## src/rtl/dma_rb_pkg.sv

```systemverilog
package dma_rb_pkg;
  localparam int DW      = 32;
  localparam int CTRLW   = 10;
  localparam int BCW     = 16;
  localparam int IEN_BIT = 3;
  localparam int STATW   = 8;

  // bytes actually moved: request clipped to what remains
  function automatic logic [DW-1:0] clip_bytes(input logic [BCW-1:0] req,
                                               input logic [DW-1:0]  remain);
    logic [DW-1:0] r;
    r = {{(DW-BCW){1'b0}}, req};
    return (r > remain) ? remain : r;
  endfunction

  function automatic logic [DW-1:0] align_word(input logic [DW-1:0] a);
    return {a[DW-1:2], 2'b00};
  endfunction
endpackage

```

## src/rtl/dma_rb_decode.sv

```systemverilog
module dma_rb_decode #(
  parameter int          NCH  = 4,
  parameter int          AW   = 12,
  parameter logic [11:0] BASE = 12'h200
) (
  input  logic [AW-1:0]  addr,
  output logic           stat_hit,
  output logic [NCH-1:0] ctrl_hit,
  output logic [NCH-1:0] addr_hit,
  output logic [NCH-1:0] cnt_hit
);
  localparam int SPAN = NCH * 16;
  logic [AW-1:0] rel;
  logic          in_win;

  always_comb begin
    rel      = addr - AW'(BASE);
    in_win   = (addr >= AW'(BASE)) && (int'(rel) < SPAN);
    stat_hit = 1'b0;
    ctrl_hit = '0;
    addr_hit = '0;
    cnt_hit  = '0;
    if (in_win) begin
      for (int i = 0; i < NCH; i++) begin
        if (int'(rel[AW-1:4]) == i) begin
          case (rel[3:0])
            4'h0: stat_hit    = (i == 0);
            4'h4: ctrl_hit[i] = 1'b1;
            4'h8: addr_hit[i] = 1'b1;
            4'hC: cnt_hit[i]  = 1'b1;
            default: ;
          endcase
        end
      end
    end
  end
endmodule

```

## src/rtl/dma_rb_chan.sv

```systemverilog
module dma_rb_chan
  import dma_rb_pkg::*;
(
  input  logic             clk,
  input  logic             rst_n,
  input  logic             wr_ctrl,
  input  logic             wr_addr,
  input  logic             wr_cnt,
  input  logic [DW-1:0]    wdata,
  input  logic             prog_valid,
  input  logic [BCW-1:0]   prog_bytes,
  input  logic             done,
  output logic [CTRLW-1:0] ctrl_q,
  output logic [DW-1:0]    addr_q,
  output logic [DW-1:0]    cnt_q,
  output logic             irq_set
);
  logic [DW-1:0] step_b, cnt_d, addr_d;

  always_comb begin
    step_b  = prog_valid ? clip_bytes(prog_bytes, cnt_q) : '0;
    cnt_d   = wr_cnt  ? wdata : (cnt_q - step_b);
    addr_d  = wr_addr ? align_word(wdata) : align_word(addr_q + step_b);
    irq_set = done && ctrl_q[IEN_BIT] && (cnt_d == '0);
  end

  always_ff @(posedge clk or negedge rst_n) begin
    if (!rst_n) begin
      ctrl_q <= '0;
      addr_q <= '0;
      cnt_q  <= '0;
    end else begin
      if (wr_ctrl) ctrl_q <= wdata[CTRLW-1:0];
      addr_q <= addr_d;
      cnt_q  <= cnt_d;
    end
  end

  // without a software write the count can only fall or hold
  p_no_wrap_r5: assert property (@(posedge clk) disable iff (!rst_n)
    !wr_cnt |=> cnt_q <= $past(cnt_q));

  // a software write to the count beats any progress
  p_write_wins_r6: assert property (@(posedge clk) disable iff (!rst_n)
    wr_cnt |=> cnt_q == $past(wdata));
endmodule

```

## src/rtl/dma_rb_irq.sv

```systemverilog
module dma_rb_irq
  import dma_rb_pkg::*;
#(
  parameter int NCH = 4
) (
  input  logic             clk,
  input  logic             rst_n,
  input  logic             stat_rd,
  input  logic [NCH-1:0]   set_vec,
  output logic [NCH-1:0]   status_q,
  output logic [STATW-1:0] status,
  output logic             irq_n
);
  always_ff @(posedge clk or negedge rst_n) begin
    if (!rst_n) status_q <= '0;
    else        status_q <= (stat_rd ? '0 : status_q) | set_vec;
  end

  assign status = {{(STATW-NCH){1'b0}}, status_q};
  assign irq_n  = ~|status_q;

  // a read leaves only what was raised in that same cycle
  p_read_clears_r8: assert property (@(posedge clk) disable iff (!rst_n)
    stat_rd |=> status_q == $past(set_vec));

  // without a read no set bit is ever lost
  p_sticky_r9: assert property (@(posedge clk) disable iff (!rst_n)
    !stat_rd |=> (status_q & $past(status_q)) == $past(status_q));
endmodule

```

## src/rtl/dma_regbank.sv

```systemverilog
module dma_regbank
  import dma_rb_pkg::*;
#(
  parameter int          NCH  = 4,
  parameter int          AW   = 12,
  parameter logic [11:0] BASE = 12'h200
) (
  input  logic             clk,
  input  logic             rst_n,
  input  logic             bus_sel,
  input  logic             bus_wr,
  input  logic [AW-1:0]    bus_addr,
  input  logic [DW-1:0]    bus_wdata,
  output logic [DW-1:0]    bus_rdata,
  input  logic [NCH-1:0]   xfer_valid,
  input  logic [NCH*BCW-1:0] xfer_bytes,
  input  logic [NCH-1:0]   xfer_done,
  output logic             irq_n
);
  logic                       stat_hit;
  logic [NCH-1:0]             ctrl_hit, addr_hit, cnt_hit;
  logic                       wr_en, rd_en, stat_rd;
  logic [NCH-1:0][CTRLW-1:0]  ctrl_q;
  logic [NCH-1:0][DW-1:0]     addr_q, cnt_q;
  logic [NCH-1:0]             set_vec, stat_vec;
  logic [STATW-1:0]           status;

  assign wr_en   = bus_sel && bus_wr;
  assign rd_en   = bus_sel && !bus_wr;
  assign stat_rd = rd_en && stat_hit;

  dma_rb_decode #(.NCH(NCH), .AW(AW), .BASE(BASE)) dec_i (
    .addr(bus_addr), .stat_hit(stat_hit),
    .ctrl_hit(ctrl_hit), .addr_hit(addr_hit), .cnt_hit(cnt_hit)
  );

  for (genvar k = 0; k < NCH; k++) begin : g_ch
    dma_rb_chan ch_i (
      .clk(clk), .rst_n(rst_n),
      .wr_ctrl(wr_en && ctrl_hit[k]),
      .wr_addr(wr_en && addr_hit[k]),
      .wr_cnt(wr_en && cnt_hit[k]),
      .wdata(bus_wdata),
      .prog_valid(xfer_valid[k]),
      .prog_bytes(xfer_bytes[k*BCW +: BCW]),
      .done(xfer_done[k]),
      .ctrl_q(ctrl_q[k]), .addr_q(addr_q[k]), .cnt_q(cnt_q[k]),
      .irq_set(set_vec[k])
    );

    // a status bit rises only if that channel had interrupts enabled
    p_set_needs_en_r7: assert property (@(posedge clk) disable iff (!rst_n)
      $rose(stat_vec[k]) |-> $past(ctrl_q[k][IEN_BIT]));
  end

  dma_rb_irq #(.NCH(NCH)) irq_i (
    .clk(clk), .rst_n(rst_n), .stat_rd(stat_rd), .set_vec(set_vec),
    .status_q(stat_vec), .status(status), .irq_n(irq_n)
  );

  always_comb begin
    bus_rdata = '0;
    if (rd_en) begin
      if (stat_hit) bus_rdata = {{(DW-STATW){1'b0}}, status};
      for (int i = 0; i < NCH; i++) begin
        if (ctrl_hit[i]) bus_rdata = {{(DW-CTRLW){1'b0}}, ctrl_q[i]};
        if (addr_hit[i]) bus_rdata = addr_q[i];
        if (cnt_hit[i])  bus_rdata = cnt_q[i];
      end
    end
  end

  // an address register never shows its two low bits
  p_addr_low_zero_r3: assert property (@(posedge clk) disable iff (!rst_n)
    (rd_en && |addr_hit) |-> bus_rdata[1:0] == 2'b00);
endmodule

```

## config.mk

```make
export PLATFORM = sky130hd
export DESIGN_NAME = dma_regbank
export DESIGN_NICKNAME = d
export VERILOG_FILES = /design/src/rtl/dma_rb_pkg.sv /design/src/rtl/dma_rb_decode.sv /design/src/rtl/dma_rb_chan.sv /design/src/rtl/dma_rb_irq.sv /design/src/rtl/dma_regbank.sv
export SDC_FILE = /design/constraint.sdc
export NUM_CORES = 1
export LEC_CHECK = 0
export BUFFER_PORTS_ARGS = -buffer_cell sky130_fd_sc_hd__buf_4
export CAP_MARGIN = 0
export CELL_PAD_IN_SITES_DETAIL_PLACEMENT = 2
export CELL_PAD_IN_SITES_GLOBAL_PLACEMENT = 2
export CORE_ASPECT_RATIO = 0.7
export CORE_UTILIZATION = 35
export CTS_BUF_LIST = sky130_fd_sc_hd__clkbuf_4 sky130_fd_sc_hd__clkbuf_8
export DETAILED_ROUTE_END_ITERATION = 12
export PLACE_DENSITY_LB_ADDON = 0.1
export SETUP_SLACK_MARGIN = 0.15
export SYNTH_ARGS = -nofsm -noshare
export SYNTH_HDL_FRONTEND = slang
export SYNTH_SLANG_ARGS = --single-unit
```

## constraint.sdc

```tcl
create_clock -name clk -period 18.4 [get_ports clk]
set_input_delay 1.84 -clock clk [delete_from_list [all_inputs] [get_ports clk]]
set_output_delay 1.84 -clock clk [all_outputs]
set_load 0.1 [all_outputs]
```

Word-level counts from Yosys, hierarchy flattened
Cells that the tools add are included.
{"block": "totals", "ff_bits": 300, "input_bits": 120, "word_cells": 126}
{"block": "classes", "addsub": 9, "magnitude_cmp": 6, "n_eq_ne": 6, "muxes": 58, "n_bitwise": 1, "reduce_logical": 33}
{"op": "$mux 32", "n": 29}
{"op": "$add 32x32->32", "n": 4}
{"op": "$gt 16x32->1", "n": 4}
{"op": "$logic_not 32->1", "n": 4}
{"op": "$sub 32x32->32", "n": 4}
{"op": "$logic_and 1x1->1", "n": 24}
{"op": "$mux 1", "n": 24}
{"op": "$mux 4", "n": 5}
{"op": "$eq 8x3->1 const B", "n": 2}
{"op": "$ge 12x10->1 const B", "n": 1}
{"op": "$lt 12x7->1 const B", "n": 1}
{"op": "$sub 12x10->12 const B", "n": 1}
{"op": "$eq 4x4->1 const B", "n": 2}
{"op": "$eq 8x2->1 const B", "n": 1}
{"op": "$logic_not 8->1", "n": 1}
{"op": "$eq 4x3->1 const B", "n": 1}
{"op": "$logic_not 4->1", "n": 1}
{"op": "$or 4x4->4", "n": 1}
{"op": "$reduce_or 4->1", "n": 1}
{"op": "$logic_not 1->1", "n": 2}

Depth between registers and ports, before layout
Gate-level depths: netlist of the first run.
{"block": "logic_depth", "word_depth": 25, "ltp_mapped": 30, "mapped_depth_nobuf": 29}

Cells and area by module
From an unflattened synthesis of the first run, not the netlist that was laid out.
{"block": "hier_totals", "hier_cells": 3633, "hier_area_um2": 29338.1}
{"module": "dma_rb_chan at g_ch[1].ch_i ...", "instances": 2, "cells_each": 795, "area_each_um2": 6582.6, "seq_area_each_um2": 1801.7}
{"module": "dma_rb_chan at g_ch[3].ch_i", "instances": 1, "cells_each": 778, "area_each_um2": 6462.4, "seq_area_each_um2": 1801.7}
{"module": "dma_rb_chan at g_ch[0].ch_i", "instances": 1, "cells_each": 772, "area_each_um2": 6384.9, "seq_area_each_um2": 1801.7}
{"module": "dma_regbank", "instances": 1, "cells_each": 442, "area_each_um2": 2917.8, "seq_area_each_um2": 0.0}
{"module": "dma_rb_irq", "instances": 1, "cells_each": 19, "area_each_um2": 211.5, "seq_area_each_um2": 100.1}
{"module": "dma_rb_decode", "instances": 1, "cells_each": 32, "area_each_um2": 196.4, "seq_area_each_um2": 0.0}

Worst setup path after synthesis of the first run
No wires, ideal clock.
{"block": "synth_path", "path_kind": "input -> output", "start": "input bus_addr[9]", "end": "output bus_rdata[3]", "arrival_ns": 5.849, "setup_slack_ns": 10.711, "stages": 14, "cell_sequence": "inv_1 -> ha_1 -> or4b_4 -> nor4_4 -> nand2b_1 -> clkbuf_1 -> nor2_1 -> a222oi_1 -> a21oi_1 -> mux2i_1 -> a31oi_1 -> a2111oi_0 -> a221o_1 -> a21oi_1"}
{"block": "synth_via", "elab_chain_cells": 24}
{"item": "start: declaration", "line_no": "dma_regbank.sv:12", "rtl": "input logic [AW-1:0] bus_addr,"}
{"item": "$sub 12x10->12", "line_no": "dma_rb_decode.sv:17", "rtl": "rel = addr - AW'(BASE);"}
{"item": "$logic_not 8->1", "line_no": "dma_rb_decode.sv:25", "rtl": "if (int'(rel[AW-1:4]) == i) begin"}
{"item": "$mux 1", "line_no": "dma_rb_decode.sv:25"}
{"item": "$mux 1", "line_no": "dma_rb_decode.sv:26", "rtl": "case (rel[3:0])"}
{"item": "$mux 1", "line_no": "dma_rb_decode.sv:25"}
{"item": "$mux 1", "line_no": "dma_rb_decode.sv:26"}
{"item": "$mux 1", "line_no": "dma_rb_decode.sv:25"}
{"item": "$mux 1", "line_no": "dma_rb_decode.sv:26"}
{"item": "(+8 left out)"}
{"item": "$mux 32", "line_no": "dma_regbank.sv:68", "rtl": "if (cnt_hit[i]) bus_rdata = cnt_q[i];"}
{"item": "$mux 32", "line_no": "dma_regbank.sv:66", "rtl": "if (ctrl_hit[i]) bus_rdata = {{(DW-CTRLW){1'b0}}, ctrl_q[i]};"}
{"item": "$mux 32", "line_no": "dma_regbank.sv:67", "rtl": "if (addr_hit[i]) bus_rdata = addr_q[i];"}
{"item": "$mux 32", "line_no": "dma_regbank.sv:68"}
{"item": "$mux 32", "line_no": "dma_regbank.sv:66"}
{"item": "$mux 32", "line_no": "dma_regbank.sv:67"}
{"item": "$mux 32 (*)", "line_no": "dma_regbank.sv:68"}
{"item": "$mux 32 (*)", "line_no": "dma_regbank.sv:63", "rtl": "if (rd_en) begin"}
{"item": "end: declaration", "line_no": "dma_regbank.sv:14", "rtl": "output logic [DW-1:0] bus_rdata,"}
Mark *: on every way between the ends. The rest lies on a longest branch, timed or not.

Final worst setup path of the first run
{"block": "layout_path", "start": "input xfer_bytes[33]", "end": "register irq_i.status_q[2]"}
{"block": "layout_via", "elab_chain_cells": 8}
{"item": "start: declaration", "line_no": "dma_regbank.sv:16", "rtl": "input logic [NCH*BCW-1:0] xfer_bytes,"}
{"item": "$gt 16x32->1", "line_no": "dma_rb_pkg.sv:13", "rtl": "return (r > remain) ? remain : r;"}
{"item": "$mux 32 (*)", "line_no": "dma_rb_pkg.sv:13"}
{"item": "$mux 32 (*)", "line_no": "dma_rb_chan.sv:21", "rtl": "step_b = prog_valid ? clip_bytes(prog_bytes, cnt_q) : '0;"}
{"item": "$sub 32x32->32 (*)", "line_no": "dma_rb_chan.sv:22", "rtl": "cnt_d = wr_cnt ? wdata : (cnt_q - step_b);"}
{"item": "$mux 32 (*)", "line_no": "dma_rb_chan.sv:22"}
{"item": "$logic_not 32->1 (*)", "line_no": "dma_rb_chan.sv:24", "rtl": "irq_set = done && ctrl_q[IEN_BIT] && (cnt_d == '0);"}
{"item": "$logic_and 1x1->1 (*)", "line_no": "dma_rb_chan.sv:24"}
{"item": "$or 4x4->4 (*)", "line_no": "dma_rb_irq.sv:16", "rtl": "else status_q <= (stat_rd ? '0 : status_q) | set_vec;"}
{"item": "end signal: assignment", "line_no": "dma_rb_irq.sv:16"}
{"item": "end: declaration", "line_no": "dma_rb_irq.sv:10", "rtl": "output logic [NCH-1:0] status_q,"}
Marks and branches as above.
A chain may end at the register's enable or synchronous reset.

==> flow_summary.ini, run 1 <==
[critical_path]
critPathMaxFanout = 16
crit_type = primary input to register
arrival_ps = 9150
end_kind = register
start_kind = primary input
cp_data_required_time_ps = 19040

[power]
pwr-share-seq_pct = 24.8
power.internal_mw = 2.70
p_clk_share_pct = 13.0
ir_drop_mv = 0.0724
p_comb_share_pct = 62.2
powerDensity_mw_per_mm2 = 174
switching_share_pct = 51.2
p_switching_mw = 2.83
p_leak_nw = 14.5

[clock_network]
cts_hold_buf = 0
clk_latency_ps = 700
numClockSinks = 292
h-tree-depth = 2
clk_pin_slew_worst_paths_ps = 70
root_buffer = clkbuf_8
cts_buffer_depth = 3
postCtsSetupRepairBufs = 0
cts_tree = yes
cts_made_buffers = 55
ctsResizeCount = 0

[synthesis]
synth.distinct_cells = 81
synth-edff-count = 0
synth-simple-area-share_pct = 19.5
synthArstFlopShare_pct = 100
synth_seq_cells = 292
seq_area_frac_synth_pct = 26.1
synthXorXnorAreaFrac_pct = 5.84
syn_area_sq_mm = 0.0280
synth_mux_area_share_pct = 4.85
syn_inst = 3455
synth_top_family_by_area = compound AO/OA/AOI/OAI gates
ys_dominant_reg_cell = dfrtp_1
synth.avg_cell_area_sq_um = 8.11
synth_compound_area_share_pct = 25.1
yosysWarnings = 0
yosys.area_share.adder_pct = 14.2

[floorplan]
die_h_um = 239
fp.dieW_um = 340
die_area_sq_mm = 0.0812
core_sq_mm = 0.0790
initial_core_util_pct = 35.5
pin_count = 153
num_rows = 86

[sta]
period_minus_slack_ps = 8510
clock_skew_ps = 22.4
maxSlewHeadroom_pct = 15.4
rsz0062_at_grt = no
slew_viol_final = 0
hold_viol = 0
setup-tns-final_ps = 0
fmax_ghz = 0.118
tightest_slew_ps = 1250
layout_setup_ws_ps = 9890
finalSetupViolations = 0
finalCritPeriodShare_pct = 46.2

[layout]
final_util_pct = 40.3
drive_above_1_share_pct = 10.3
synthToLayoutAreaGrowth_pct = 13.5
final_common_cell = nand2_1
final_cell_mix = 356 x nand2_1, 305 x ha_1, 303 x o21ai_0
regArea_sq_mm = 0.00731
nets = 4088
multi_input_area_sq_mm = 0.0200
final.fill_count = 9049

[placed_design]
dp_hpwl_um = 106000
pre_cts_ws_ps = 9380
portBuffers = 152
finalWeightedCongestion = 0.987

[route]
drt-wirelength-per-cell_um = 28.2
first_pass_iters = 5
first_iter_violations = 2392
routed_wl_um = 134000
viasPerCell = 6.03
num_vias = 28700
antenna_left = 0
drc = 0

[status]
outcome = completed

[min_path]
hp-class = register to register

[global_route]
antenna_found_initial = 12
gr-total-overflow = 0
grtUsageTotal_pct = 32.3
grt_pass1_vias = 30000
grt_max_degree = 128
grt_pass1_wl_um = 197000

[job]
maxCapViolations = 0
[registers in the layout, summed over array words and instances, names as in the netlist]
register	flops
g_ch.ch_i.ctrl_q	40
g_ch.ch_i.cnt_q	128
g_ch.ch_i.addr_q	120
irq_i.status_q	4
[through the flow]
stage | total power, mW | hold WS [ps] | area, sq um | std cells
after global placement | 4.50 | 483 | 30600 | 4654
after CTS | 5.46 | 510 | 31800 | 4753
after floorplan | 3.57 | 474 | 28500 | 3573
after detailed placement | 4.70 | 495 | 30600 | 4654
final | 5.52 | 507 | 31800 | 4755
after global routing | 5.92 | 515 | 31800 | 4753
[cell families after synthesis]
kind of cell,count (synthesis)
fa+ha+maj,313
simple gates,1097
compound gates,1110
mux,129
other cells,2
buf+inv,325
xor+xnor,187
flops,292
[final cells by class]
cell class,instances,area share (%)
Timing Repair Buffer,183,4.38
Sequential cell,292,23.0
Clock inverter,9,0.220
Tap cell,1056,4.15
Antenna cell,2,0.0157
Multi-Input combinational cell,2956,62.9
Inverter,167,1.97
Clock buffer,90,3.42
[metal layers]
metal	routed length [um]	part of all wire [%]	track usage, %	vias to the layer above
met5	45	0.034	0	-
met4	3350	2.5	8.44	6
met3	8580	6.4	4.87	161
met2	57000	43	48.8	819
met1	64900	48	47.6	14800
li1	-	-	-	12900
[worst paths after layout]
check	start	end	slack, ps	cells after the start
hold reg to reg	g_ch[2].ch_i.ctrl_q[0]$_DFFE_PN0P_	g_ch[2].ch_i.ctrl_q[0]$_DFFE_PN0P_	510	1
setup reg to reg	g_ch[2].ch_i.cnt_q[1]$_DFF_PN0_	irq_i.status_q[2]$_DFF_PN0_	10570	27
setup / recovery	xfer_bytes[33]	irq_i.status_q[2]$_DFF_PN0_	9890	27
min in group asynchronous	rst_n	g_ch[0].ch_i.cnt_q[1]$_DFF_PN0_	1170	1
max in group asynchronous	rst_n	g_ch[2].ch_i.cnt_q[23]$_DFF_PN0_	15610	2
hold / removal	g_ch[2].ch_i.ctrl_q[0]$_DFFE_PN0P_	g_ch[2].ch_i.ctrl_q[0]$_DFFE_PN0P_	510	1
[power groups by stage]
stage	logic, mW	registers, mW	clock network [mW]
after global placement	3.14	1.36	0
after detailed placement	3.33	1.37	0
after global routing	3.78	1.38	0.754
final	3.43	1.37	0.718
after floorplan	2.44	1.13	0
after CTS	3.37	1.36	0.730
[cells in the mapped netlist (68+ instances only)]
| cell type | n | share of area (%) |
|---|---|---|
| nor2_1 | 203 | 2.7 |
| nand2_1 | 356 | 4.8 |
| inv_1 | 167 | 2.2 |
| nand3_1 | 68 | 1.2 |
| mux2i_1 | 74 | 2.6 |
| a21oi_1 | 253 | 4.5 |
| dfrtp_1 | 292 | 26 |
| ha_1 | 305 | 14 |
| xor2_1 | 105 | 3.3 |
| a22oi_1 | 77 | 2.1 |
| nand2b_1 | 111 | 2.5 |
| clkbuf_1 | 134 | 1.8 |
| xnor2_1 | 82 | 2.6 |
| a21o_1 | 98 | 2.6 |
| o21ai_0 | 303 | 5.4 |
[worst max-delay path: stages]
cell and delay (ps):
buf_4 120, ha_1 300, nor2b_1 140, o21a_1 160
o21a_1 160, o21a_1 160, o21a_1 160, o21ai_0 180
nand2b_1 100, a21oi_1 160, o21ai_0 90, nand2_1 790
mux2i_1 250, nand2b_1 210, ha_1 280, nor2b_1 160
o31ai_1 370, a211oi_1 260, o41ai_1 1110, o21ai_1 290
a211oi_1 470, o21ai_0 210, mux2i_1 260, o21bai_1 130
or4_1 410, nor4_1 230, a21bo_1 140
No activity file was read; power rests on OpenSTA's default activity.
==> inputs of run 2 (changes only) <==
- clock period: 18.4 -> 8.3 ns (I/O delays scaled with it)
==> flow_summary.ini, run 2 (synthesis gave the netlist of run 1 again) <==
[sta]
period_minus_slack_ps = 7280
tightest_slew_ps = 1130
rsz0062_at_grt = no
fmax_ghz = 0.137
maxSlewHeadroom_pct = 23.7
hold_viol = 0
setup-tns-final_ps = 0
slew_viol_final = 0
clock_skew_ps = 71.8
finalCritPeriodShare_pct = 87.8
finalSetupViolations = 0

[critical_path]
reg2reg_to = irq_i.status_q[2]$_DFF_PN0_
cp_slowest_cell = nand2_1
cp-startpoint = g_ch[2].ch_i.cnt_q[1]$_DFF_PN0_
critical_path_buf_inv_count = 1
critPathMaxFanout = 13
cp_common_cell = o21a_1
end_kind = register
start_kind = register
arrival_ps = 7980
cp_top_family = simple AND/OR/NAND/NOR gates
ff2ff_setup_slack_ps = 1020
worst-path-stages = 27
reg2regPathDepth = 27
critPathMaxStageDelay_ps = 660
cp_data_required_time_ps = 8990
setup.worst_path.end = irq_i.status_q[2]$_DFF_PN0_
r2r_start = g_ch[2].ch_i.cnt_q[1]$_DFF_PN0_
crit_type = register to register

[layout]
largestRegisters = g_ch.ch_i.cnt_q (128), g_ch.ch_i.addr_q (120), g_ch.ch_i.ctrl_q (40)
fin_area_sq_mm = 0.0319
final.fill_count = 9057
final_common_cell = nand2_1
drive_above_1_share_pct = 10.3
nets = 4093
top_register = g_ch.ch_i.cnt_q
synthToLayoutAreaGrowth_pct = 13.8
largest_register_ffs = 128
final_cell_mix = 356 x nand2_1, 305 x ha_1, 303 x o21ai_0

[route]
routed_wl_um = 135000
drc = 0
drt-wirelength-per-cell_um = 28.4
viasPerCell = 6.05
first_iter_violations = 2131
first_pass_iters = 8
num_vias = 28800
antenna_left = 0

[clock_network]
ctsResizeCount = 0
numClockSinks = 292
cts_buffer_depth = 3
root_buffer = clkbuf_8
clk_pin_slew_worst_paths_ps = 70
clk_latency_ps = 750
postCtsSetupRepairBufs = 0
h-tree-depth = 2
cts_made_buffers = 53
cts_hold_buf = 0
cts_tree = yes

[power]
power_mw = 12.3
powerDensity_mw_per_mm2 = 386
p_leak_nw = 14.5
ir_drop_mv = 0.131

[floorplan]
die_area_sq_mm = 0.0812
num_rows = 86
fp.dieW_um = 340
pin_count = 153
initial_core_util_pct = 35.5
core_sq_mm = 0.0790
die_h_um = 239

[global_route]
grt_pass1_wl_um = 200000
antenna_found_initial = 13
gr-total-overflow = 0
grtUsageTotal_pct = 32.8
grt_pass1_vias = 30600
grt_max_degree = 127

[placed_design]
finalWeightedCongestion = 0.946
placed_area_sq_mm = 0.0307
dp_hpwl_um = 107000
portBuffers = 152

[min_path]
hp-class = primary input to async pin

[status]
outcome = completed

[job]
maxCapViolations = 0
## run 2: cell type report
class | count | area, sq um | share of cell area (%)
diodes | 2 | 5.00 | 0.0157
multi-input cells | 2956 | 20000 | 62.7
well taps | 1056 | 1320 | 4.14
flip-flops and latches | 292 | 7310 | 22.9
repair buffers | 190 | 1450 | 4.54
clock inverters | 16 | 178 | 0.557
inverters | 167 | 627 | 1.97
clock buffers | 80 | 1010 | 3.16
## run 2: worst min-delay path by stage
stage	startpoint	end	slack, ps	cells past startpoint
final	rst_n	g_ch[0].ch_i.addr_q[3]$_DFF_PN0_	200	1
after global routing	rst_n	g_ch[0].ch_i.ctrl_q[3]$_DFFE_PN0P_	250	1
after CTS	rst_n	g_ch[3].ch_i.cnt_q[2]$_DFF_PN0_	210	1
after detailed placement	g_ch[3].ch_i.ctrl_q[1]$_DFFE_PN0P_	g_ch[3].ch_i.ctrl_q[1]$_DFFE_PN0P_	490	1
after global placement	g_ch[2].ch_i.ctrl_q[2]$_DFFE_PN0P_	g_ch[2].ch_i.ctrl_q[2]$_DFFE_PN0P_	480	1
after floorplan	g_ch[3].ch_i.ctrl_q[0]$_DFFE_PN0P_	g_ch[3].ch_i.ctrl_q[0]$_DFFE_PN0P_	470	1
## run 2: layer usage
layer / wire length, um / vias up / track usage, % / part of all wire (%)
li1: - / 12900 / - / -
met1: 63500 / 14700 / 46.5 / 47
met2: 56600 / 872 / 49.0 / 42
met3: 10400 / 221 / 7.24 / 7.7
met4: 4480 / 12 / 11.0 / 3.3
met5: 75 / - / 0 / 0.056
## run 2: per-stage QoR
stage	hold WS (ps)	utilization, %	cells	setup WS (ps)
CTS	211	40.4	4757	1030
detailed placement	495	38.9	4661	678
global route	250	40.4	4759	425
finish	205	40.4	4759	1020
floorplan	474	-	3573	1940
global placement	483	38.9	4661	956
## run 2: where the power goes
group	internal (mW)	switching (mW)	leakage [nW]
clock	0.874	0.773	0.628
sequential	2.13	0.930	3.49
combinational	3.01	4.60	10.4
